===== src/rtl/regbus_pkg.sv =====
package regbus_pkg;

  typedef enum logic [1:0] {
    HS_IDLE = 2'd0,
    HS_EXEC = 2'd1,
    HS_HOLD = 2'd2
  } hs_state_e;

  localparam int unsigned ADR_STATUS   = 8;
  localparam int unsigned ADR_IRQ_STAT = 16;
  localparam int unsigned ADR_IRQ_EN   = 17;

endpackage


===== src/rtl/regbus_sync.sv =====
module regbus_sync #(
  parameter int STAGES = 2
) (
  input  logic clk,
  input  logic rst,
  input  logic d_i,
  output logic q_o
);
  logic [STAGES-1:0] chain_q;

  always_ff @(posedge clk) begin
    if (rst) chain_q <= '0;
    else     chain_q <= {chain_q[STAGES-2:0], d_i};
  end

  assign q_o = chain_q[STAGES-1];
endmodule


===== src/rtl/regbus_hs_fsm.sv =====
module regbus_hs_fsm
  import regbus_pkg::*;
#(
  parameter int ADDR_W = 6,
  parameter int DATA_W = 16
) (
  input  logic              clk,
  input  logic              rst,
  input  logic              sel_s,
  input  logic              rd_i,
  input  logic [ADDR_W-1:0] addr_i,
  input  logic [DATA_W-1:0] wdata_i,
  input  logic [DATA_W-1:0] rd_word,
  output logic              acc_wr,
  output logic [ADDR_W-1:0] acc_addr,
  output logic [DATA_W-1:0] acc_wdata,
  output logic              ack_o,
  output logic [DATA_W-1:0] rdata_o
);
  hs_state_e         state_q;
  logic              rd_q;
  logic [ADDR_W-1:0] addr_q;
  logic [DATA_W-1:0] wd_q;
  logic              ack_q;
  logic [DATA_W-1:0] rdat_q;

  always_ff @(posedge clk) begin
    if (rst) begin
      state_q <= HS_IDLE;
      rd_q    <= 1'b0;
      addr_q  <= '0;
      wd_q    <= '0;
      ack_q   <= 1'b0;
      rdat_q  <= '0;
    end else begin
      case (state_q)
        HS_IDLE: begin
          if (sel_s) begin
            rd_q    <= rd_i;
            addr_q  <= addr_i;
            wd_q    <= wdata_i;
            state_q <= HS_EXEC;
          end
        end
        HS_EXEC: begin
          ack_q   <= 1'b1;
          rdat_q  <= rd_q ? rd_word : '0;
          state_q <= HS_HOLD;
        end
        HS_HOLD: begin
          if (!sel_s) begin
            ack_q   <= 1'b0;
            rdat_q  <= '0;
            state_q <= HS_IDLE;
          end
        end
        default: begin
          ack_q   <= 1'b0;
          rdat_q  <= '0;
          state_q <= HS_IDLE;
        end
      endcase
    end
  end

  assign acc_wr    = (state_q == HS_EXEC) && !rd_q;
  assign acc_addr  = addr_q;
  assign acc_wdata = wd_q;
  assign ack_o     = ack_q;
  assign rdata_o   = rdat_q;
endmodule


===== src/rtl/regbus_regfile.sv =====
module regbus_regfile
  import regbus_pkg::*;
#(
  parameter int ADDR_W   = 6,
  parameter int DATA_W   = 16,
  parameter int NUM_CTRL = 2
) (
  input  logic                       clk,
  input  logic                       rst,
  input  logic                       acc_wr,
  input  logic [ADDR_W-1:0]          acc_addr,
  input  logic [DATA_W-1:0]          acc_wdata,
  input  logic [DATA_W-1:0]          status_i,
  input  logic [DATA_W-1:0]          event_i,
  output logic [DATA_W-1:0]          rd_word,
  output logic [NUM_CTRL*DATA_W-1:0] ctrl_o,
  output logic [DATA_W-1:0]          irq_pend,
  output logic                       irq_o
);
  localparam logic [ADDR_W-1:0] A_STAT = ADDR_W'(ADR_STATUS);
  localparam logic [ADDR_W-1:0] A_IST  = ADDR_W'(ADR_IRQ_STAT);
  localparam logic [ADDR_W-1:0] A_IEN  = ADDR_W'(ADR_IRQ_EN);

  logic [DATA_W-1:0] ctrl_q [NUM_CTRL];
  logic [DATA_W-1:0] status_q;
  logic [DATA_W-1:0] ist_q;
  logic [DATA_W-1:0] ien_q;
  logic              irq_q;
  logic [DATA_W-1:0] clr_mask;

  for (genvar g = 0; g < NUM_CTRL; g++) begin : g_ctrl
    localparam logic [ADDR_W-1:0] A_CTRL = ADDR_W'(g);
    always_ff @(posedge clk) begin
      if (rst)                             ctrl_q[g] <= '0;
      else if (acc_wr && acc_addr == A_CTRL) ctrl_q[g] <= acc_wdata;
    end
    assign ctrl_o[g*DATA_W +: DATA_W] = ctrl_q[g];
  end

  assign clr_mask = (acc_wr && acc_addr == A_IST) ? acc_wdata : '0;

  always_ff @(posedge clk) begin
    if (rst) begin
      status_q <= '0;
      ist_q    <= '0;
      ien_q    <= '0;
      irq_q    <= 1'b0;
    end else begin
      status_q <= status_i;
      ist_q    <= (ist_q & ~clr_mask) | event_i;
      if (acc_wr && acc_addr == A_IEN) ien_q <= acc_wdata;
      irq_q    <= |(ist_q & ien_q);
    end
  end

  always_comb begin
    rd_word = '0;
    for (int i = 0; i < NUM_CTRL; i++) begin
      if (acc_addr == ADDR_W'(i)) rd_word = ctrl_q[i];
    end
    if (acc_addr == A_STAT) rd_word = status_q;
    if (acc_addr == A_IST)  rd_word = ist_q;
    if (acc_addr == A_IEN)  rd_word = ien_q;
  end

  assign irq_pend = ist_q & ien_q;
  assign irq_o    = irq_q;
endmodule


===== src/rtl/regbus_slave.sv =====
module regbus_slave #(
  parameter int ADDR_W   = 6,
  parameter int DATA_W   = 16,
  parameter int NUM_CTRL = 2,
  parameter int SYNC_STG = 2
) (
  input  logic                       clk,
  input  logic                       rst,
  input  logic                       sel_i,
  input  logic                       rd_i,
  input  logic [ADDR_W:1]            addr_i,
  input  logic [DATA_W-1:0]          wdata_i,
  output logic [DATA_W-1:0]          rdata_o,
  output logic                       ack_o,
  output logic                       irq_o,
  input  logic [DATA_W-1:0]          status_i,
  input  logic [DATA_W-1:0]          event_i,
  output logic [NUM_CTRL*DATA_W-1:0] ctrl_o
);
  logic              sel_s;
  logic              acc_wr;
  logic [ADDR_W-1:0] acc_addr;
  logic [DATA_W-1:0] acc_wdata;
  logic [DATA_W-1:0] rd_word;
  logic [DATA_W-1:0] irq_pend;

  regbus_sync #(.STAGES(SYNC_STG)) u_sync (
    .clk (clk),
    .rst (rst),
    .d_i (sel_i),
    .q_o (sel_s)
  );

  regbus_hs_fsm #(.ADDR_W(ADDR_W), .DATA_W(DATA_W)) u_hs (
    .clk       (clk),
    .rst       (rst),
    .sel_s     (sel_s),
    .rd_i      (rd_i),
    .addr_i    (addr_i),
    .wdata_i   (wdata_i),
    .rd_word   (rd_word),
    .acc_wr    (acc_wr),
    .acc_addr  (acc_addr),
    .acc_wdata (acc_wdata),
    .ack_o     (ack_o),
    .rdata_o   (rdata_o)
  );

  regbus_regfile #(.ADDR_W(ADDR_W), .DATA_W(DATA_W), .NUM_CTRL(NUM_CTRL)) u_regs (
    .clk       (clk),
    .rst       (rst),
    .acc_wr    (acc_wr),
    .acc_addr  (acc_addr),
    .acc_wdata (acc_wdata),
    .status_i  (status_i),
    .event_i   (event_i),
    .rd_word   (rd_word),
    .ctrl_o    (ctrl_o),
    .irq_pend  (irq_pend),
    .irq_o     (irq_o)
  );
endmodule


===== config.mk =====
export PLATFORM = sky130hd
export DESIGN_NAME = regbus_slave
export DESIGN_NICKNAME = d
export VERILOG_FILES = /design/src/rtl/regbus_pkg.sv /design/src/rtl/regbus_sync.sv /design/src/rtl/regbus_hs_fsm.sv /design/src/rtl/regbus_regfile.sv /design/src/rtl/regbus_slave.sv
export SDC_FILE = /design/constraint.sdc
export NUM_CORES = 1
export LEC_CHECK = 0
export BUFFER_PORTS_ARGS = -buffer_cell sky130_fd_sc_hd__buf_4
export CAP_MARGIN = 10
export CORE_ASPECT_RATIO = 0.75
export CORE_UTILIZATION = 35
export CTS_CLUSTER_DIAMETER = 200
export DETAILED_ROUTE_END_ITERATION = 12
export HOLD_SLACK_MARGIN = 0.02
export PLACE_DENSITY = 0.52
export SLEW_MARGIN = 15
export SYNTH_ARGS = -nofsm -noshare
export SYNTH_HDL_FRONTEND = slang
export SYNTH_SLANG_ARGS = --single-unit
export TNS_END_PERCENT = 5

===== constraint.sdc =====
create_clock -name clk -period 3.79 [get_ports clk]
set_input_delay 0.758 -clock clk [delete_from_list [all_inputs] [get_ports clk]]
set_output_delay 0.758 -clock clk [all_outputs]
set_load 0.005 [all_outputs]

* Yosys cells after proc, flatten, opt, wreduce, memory -nomap -nowiden
Memories as Yosys holds them, arrays and structs flattened. Index checks and enable logic that the tools add are counted.
Storage, ports and cells: register bits after elaboration 93, RAM bits 32, input bits 58, logic and storage cells 63, memories kept 1
Memory list:
- u_regs.ctrl_q | words 2, width 16, rd ports 2, clocked after memory_dff 0, wr ports 2, RTL line regbus_regfile.sv:24 | logic [DATA_W-1:0] ctrl_q [NUM_CTRL];
Operators by class: equality and inequality tests 8, mux-type cells 24, bitwise logic cells 7, reductions and logical operators 12
Operators with widths (number):
- $mux 16 | 10
- $pmux 16 s3 | 1
- $and 16x16->16 | 2
- $not 16->16 | 1
- $or 16x16->16 | 1
- $reduce_or 16->1 | 1
- $eq 6x5->1 const B | 2
- $mux 1 | 9
- $eq 6x1->1 const B | 1
- $eq 6x4->1 const B | 1
- $logic_not 6->1 | 1
- $pmux 2 s3 | 1
- $reduce_and 2->1 | 3
- $logic_and 1x1->1 | 5
- $mux 2 | 2
- $ne 2x2->1 const B | 2
- $pmux 1 s3 | 1
- $eq 2x1->1 const B | 1
- $eq 2x2->1 const B | 1
- $logic_not 2->1 | 1
- $or 1x1->1 | 2
- $logic_not 1->1 | 1
- $not 1->1 | 1

* Logic depth before layout (Yosys ltp)
depth in word-level cells 8, mapped depth 8

* Modules after synthesis
From an unflattened synthesis, not the netlist that was laid out.
Unflattened totals: cell total of the unflattened synthesis 608, area, all modules 5634.2 µm²
Modules (own cells, without submodules):
- regbus_regfile | instances 1, cells an instance 420, area an instance 3701.0 µm²
- regbus_hs_fsm | instances 1, cells an instance 184, area an instance 1880.6 µm²
- regbus_sync | instances 1, cells an instance 4, area an instance 52.6 µm²

* Worst setup path after synthesis
OpenSTA, ideal clock, no wires.
kind register to register, from reg u_hs.addr_q[1] (netlist: u_hs.acc_addr[1]), to mem u_regs.ctrl_q[1][0] (enable), arrival 1.803 ns, required time 3.423 ns, setup slack 1.620 ns, stages on the path, launching flop included 5, buffers on the path 1, path through dfxtp_1 -> or4_4 -> nor3b_4 -> buf_6 -> a21o_1
RTL lines:
- start: declaration | RTL line regbus_hs_fsm.sv:22 | logic [ADDR_W-1:0] addr_q;
- start signal: assignment | RTL line regbus_hs_fsm.sv:40 | addr_q <= addr_i;
- end: declaration | RTL line regbus_regfile.sv:24

==> PnR_summary.wiki <==
{| class="wikitable"
! Metric !! Value
|-
| Number of core rows || 37
|-
| Hold_ws || ~0.44 ns
|-
| Warning count from the yosys run || 0
|-
| Start point of the worst hold path || u_sync.chain_q[0]
|-
| Tightest slew margin relative to the limit || about a fifth
|-
| R2R cell count || 4
|-
| Gr ovfl total || 0
|-
| Power Density || 500 mW/mm²
|-
| Nets || 653
|-
| Die area || 0.0150 mm²
|-
| Register area share after synthesis || 55.8%
|-
| Flop pwr share || between 40% and 50%
|-
| Worst flop-to-flop path endpoint || u_regs.ctrl_q[1][6]
|-
| Most used flip-flop cell after synthesis || dfxtp_1
|-
| Die boundary width || ~140 µm
|-
| CTS Hold Buffers Added || 0
|-
| Num Clock Sinks || around 130
|-
| Post-DR wirelength/cell || 19.0 µm
|-
| Count of final setup violators || 0
|-
| Post-synth design cell area || about 0.005 mm²
|-
| Worst-Skew Late Latency || ~0.41 ns
|-
| Leakage power of the design || approximately 2.5 nW
|-
| First-pass iteration count of the detailed router || 5
|-
| Post-CTS resize count || 0
|-
| Total Routing Usage GR || 20.6%
|-
| Startpoint class of the critical path || flip-flop
|-
| Worst setup skew after layout || about 0.0066 ns
|-
| First-pass GRT wire length || approximately 23 mm
|-
| Hold Path Class || reg2reg
|-
| Port Buf Inserts || approximately 110
|-
| Worst EP arrival || 3.02 ns
|-
| Post-Syn Nets || between 500 and 600
|-
| Clock root buffer || clkbuf_16
|-
| Final hold vios || 0
|-
| Number of synthesized flops with an enable pin || 32
|-
| Share of cells above drive strength 1 || between 20% and 30%
|-
| Die Height || between 100 and 150 µm
|-
| Outcome || completed
|-
| Share of the synthesized area in the top cell type || a little under two fifths
|-
| Setup slack of the worst register-to-register path || 1.05 ns
|-
| Post-CTS setup buffers || 0
|-
| Effective utilization at floorplan || between 30% and 40%
|-
| Portion of total power attributed to combinational logic || 6.2%
|-
| Net switching power of the design || just over 700 µW
|-
| Portion of the clock cycle consumed by the worst path in the final layout || between 70% and 80%
|-
| Routed wire length || around 15 mm
|-
| Number of nets still failing antenna checks after routing || 0
|-
| Worst-case vdd ir drop || around 0.00038 V
|-
| H-tree depth || 4
|-
| Via count of the routed design || about 4000
|-
| Flops & latches, synth || 125
|-
| Sequence of cells on the critical path || or4_4, nor3b_4, nor3b_2, and2_1
|-
| Most common cell in the netlist || dfxtp_1
|-
| Max-slew violation total from the final report || 0
|-
| Top cell type by total area after synthesis || dfxtp_1
|-
| Final total negative setup slack || 0 ns
|-
| Cells taking the most area after synthesis || dfxtp_1 37%, edfxtp_1 19%, a21oi_1 5.6%, nand2_1 4.6%, and2_1 4.0%
|-
| Drt via density || between 5 and 6
|-
| Number of DRC violations after detailed routing || 0
|-
| Clock network power share || a little under 50%
|-
| Pin count of the biggest net entering global routing || 70
|-
| Number of antenna violations at the first check in global routing || 0
|-
| Slew of the pin with the lowest slew margin || between 1 and 1.5 ns
|-
| Clock-pin slew of the registers on the worst-case setup and hold paths || roughly 0.050 ns
|-
| Via count of the first global-routing pass || approximately 3900
|-
| Count of unique library cells instantiated by Yosys || between 40 and 50
|-
| Path type of the worst setup path || reg2reg
|-
| Boundary pin count || around 110
|-
| Launching point of the worst reg2reg path || u_hs.acc_addr[1]
|-
| Number of clock buffers inserted by TritonCTS || 17
|-
| Average instance area after synthesis || 10.2 µm²
|-
| Clock period minus worst slack || 2.74 ns
|-
| Setup crit end kind || flip-flop
|-
| Largest fanout on the critical path || 17
|-
| Cell count of the worst hold path || 1
|-
| Critical-path cell with the highest stage delay || nor3b_2
|-
| Post-DP HPWL || around 11 mm
|-
| Worst Hold End || u_sync.chain_q[1]
|-
| Internal power component || ~2.6 mW
|-
| 1st-iter DRT viols || around 240
|-
| Worst EP required || 4.07 ns
|-
| Peak per-stage delay on the critical path || 0.73 ns
|-
| CTS tree || built
|-
| Sw Ratio || between 20% and 30%
|-
| Final RePlAce weighted congestion || about 0.8
|-
| Post-synth ARST share || 0%
|-
| RSZ-0062 raised after global routing || false
|-
| Max Clk Rate || ~360 MHz
|-
| Max-capacitance violation count || 0
|-
| Commonest cells in the synthesized netlist || 93 x dfxtp_1, 62 x nand2_1, 57 x a21oi_1
|-
| Placeable core region || approximately 0.014 mm²
|-
| Area added between synthesis and finish || 30.7%
|-
| Cells after synthesis || around 500
|-
| Buffer levels on the longest clock path || 2
|}
-- final cells by class --
type	count	area [µm²]
multi-input combinational	338	2100
sequential	125	2820
timing repair buffer	112	841
clock buffer	26	520
inverter	1	3.75
tap	195	244
clock inverter	6	80.1
antenna	2	5.00
fill	1334	7320
-- cells in the final DEF, fill, tap and decap left out, drive strengths merged, types with 3 or more instances in the layout --
cell    synthesis  layout
and2           32      32
a22oi          18      18
buf             7     112
or3            15      15
dfxtp          93      93
mux2           16      16
a22o            3       3
nand3b          3       3
a221oi         18      18
nor3            4       4
mux2i          16      16
nand2          62      62
edfxtp         32      32
a21o            3       3
clkinv          0       4
nor2           38      38
clkbuf         25      26
nor3b           3       3
nand2b          3       3
o22ai          15      15
nor2b          18      18
a21oi          57      57
-- routing by layer --
metal,GRT usage (%),up-vias,routed length [µm]
li1,-,1983,-
met1,32.0,1976,8080
met2,27.0,150,6100
met3,5.77,12,983
met4,5.90,0,130
met5,0,-,0
-- state kept, by name (all words and copies together) (netlist names) --
signal,count
u_regs.ctrl_q,32
u_hs.acc_wdata,16
u_hs.rdata_o,16
u_regs.ien_q,16
u_regs.ist_q,16
u_regs.status_q,16
u_hs.acc_addr,6
u_hs.state_q,2
u_sync.chain_q,2
u_hs.ack_o,1
u_hs.rd_q,1
u_regs.irq_o,1
-- power groups by stage --
stage	clock network, mW	registers (mW)	logic [mW]
6_report	1.64	1.46	0.205
5_1_grt	1.72	1.47	0.223
4_1_cts	1.66	1.46	0.207
3_5_place_dp	0	1.49	0.206
3_3_place_gp	0	1.49	0.203
2_1_floorplan	0	1.47	0.108
-- logic make-up (layout without fill, tap and decap cells) --
| group | Yosys count | in the layout | synth area share [%] |
|---|---|---|---|
| and+or+nand+nor | 188 | 188 | 19.7 |
| DFF | 125 | 125 | 55.8 |
| AOI/OAI and AO/OA | 118 | 118 | 15.0 |
| buffers and inverters | 33 | 145 | 2.79 |
| muxes | 32 | 32 | 6.72 |
| other | 0 | 2 | 0 |
-- stage by stage --
stage | cell area, µm² | std cells | utilization, % | worst slack [ns] | total power, mW
after detailed placement | 6010 | 771 | 43.1 | 0.771 | 1.69
after floorplan | 5060 | 496 | - | 1.62 | 1.57
after CTS | 6610 | 803 | 47.4 | 0.753 | 3.33
final | 6620 | 805 | 47.5 | 1.05 | 3.31
after global placement | 6010 | 771 | 43.1 | 0.877 | 1.69
after global routing | 6610 | 803 | 47.4 | 0.900 | 3.41
-- worst max-delay path: cells and delay by family, from the launching register on --
kind,cells,cell delay (ns)
AND/OR/NAND/NOR,4,2.25
flip-flops,1,0.36
-- worst max-delay path by stage --
stage                                     end  cells after the start  slack, ns        startpoint
final                     u_regs.ctrl_q[1][6]                      4       1.05  u_hs.acc_addr[1]
after global routing      u_regs.ctrl_q[1][9]                      4       0.90  u_hs.acc_addr[1]
after CTS                 u_regs.ctrl_q[1][6]                      3       0.75  u_hs.acc_addr[0]
after detailed placement  u_regs.ctrl_q[1][6]                      3       0.77  u_hs.acc_addr[0]
after global placement    u_regs.ctrl_q[1][6]                      3       0.88  u_hs.acc_addr[0]
after floorplan           u_regs.ctrl_q[1][0]                      4       1.62  u_hs.acc_addr[1]
(Power assumes the default switching activity.)
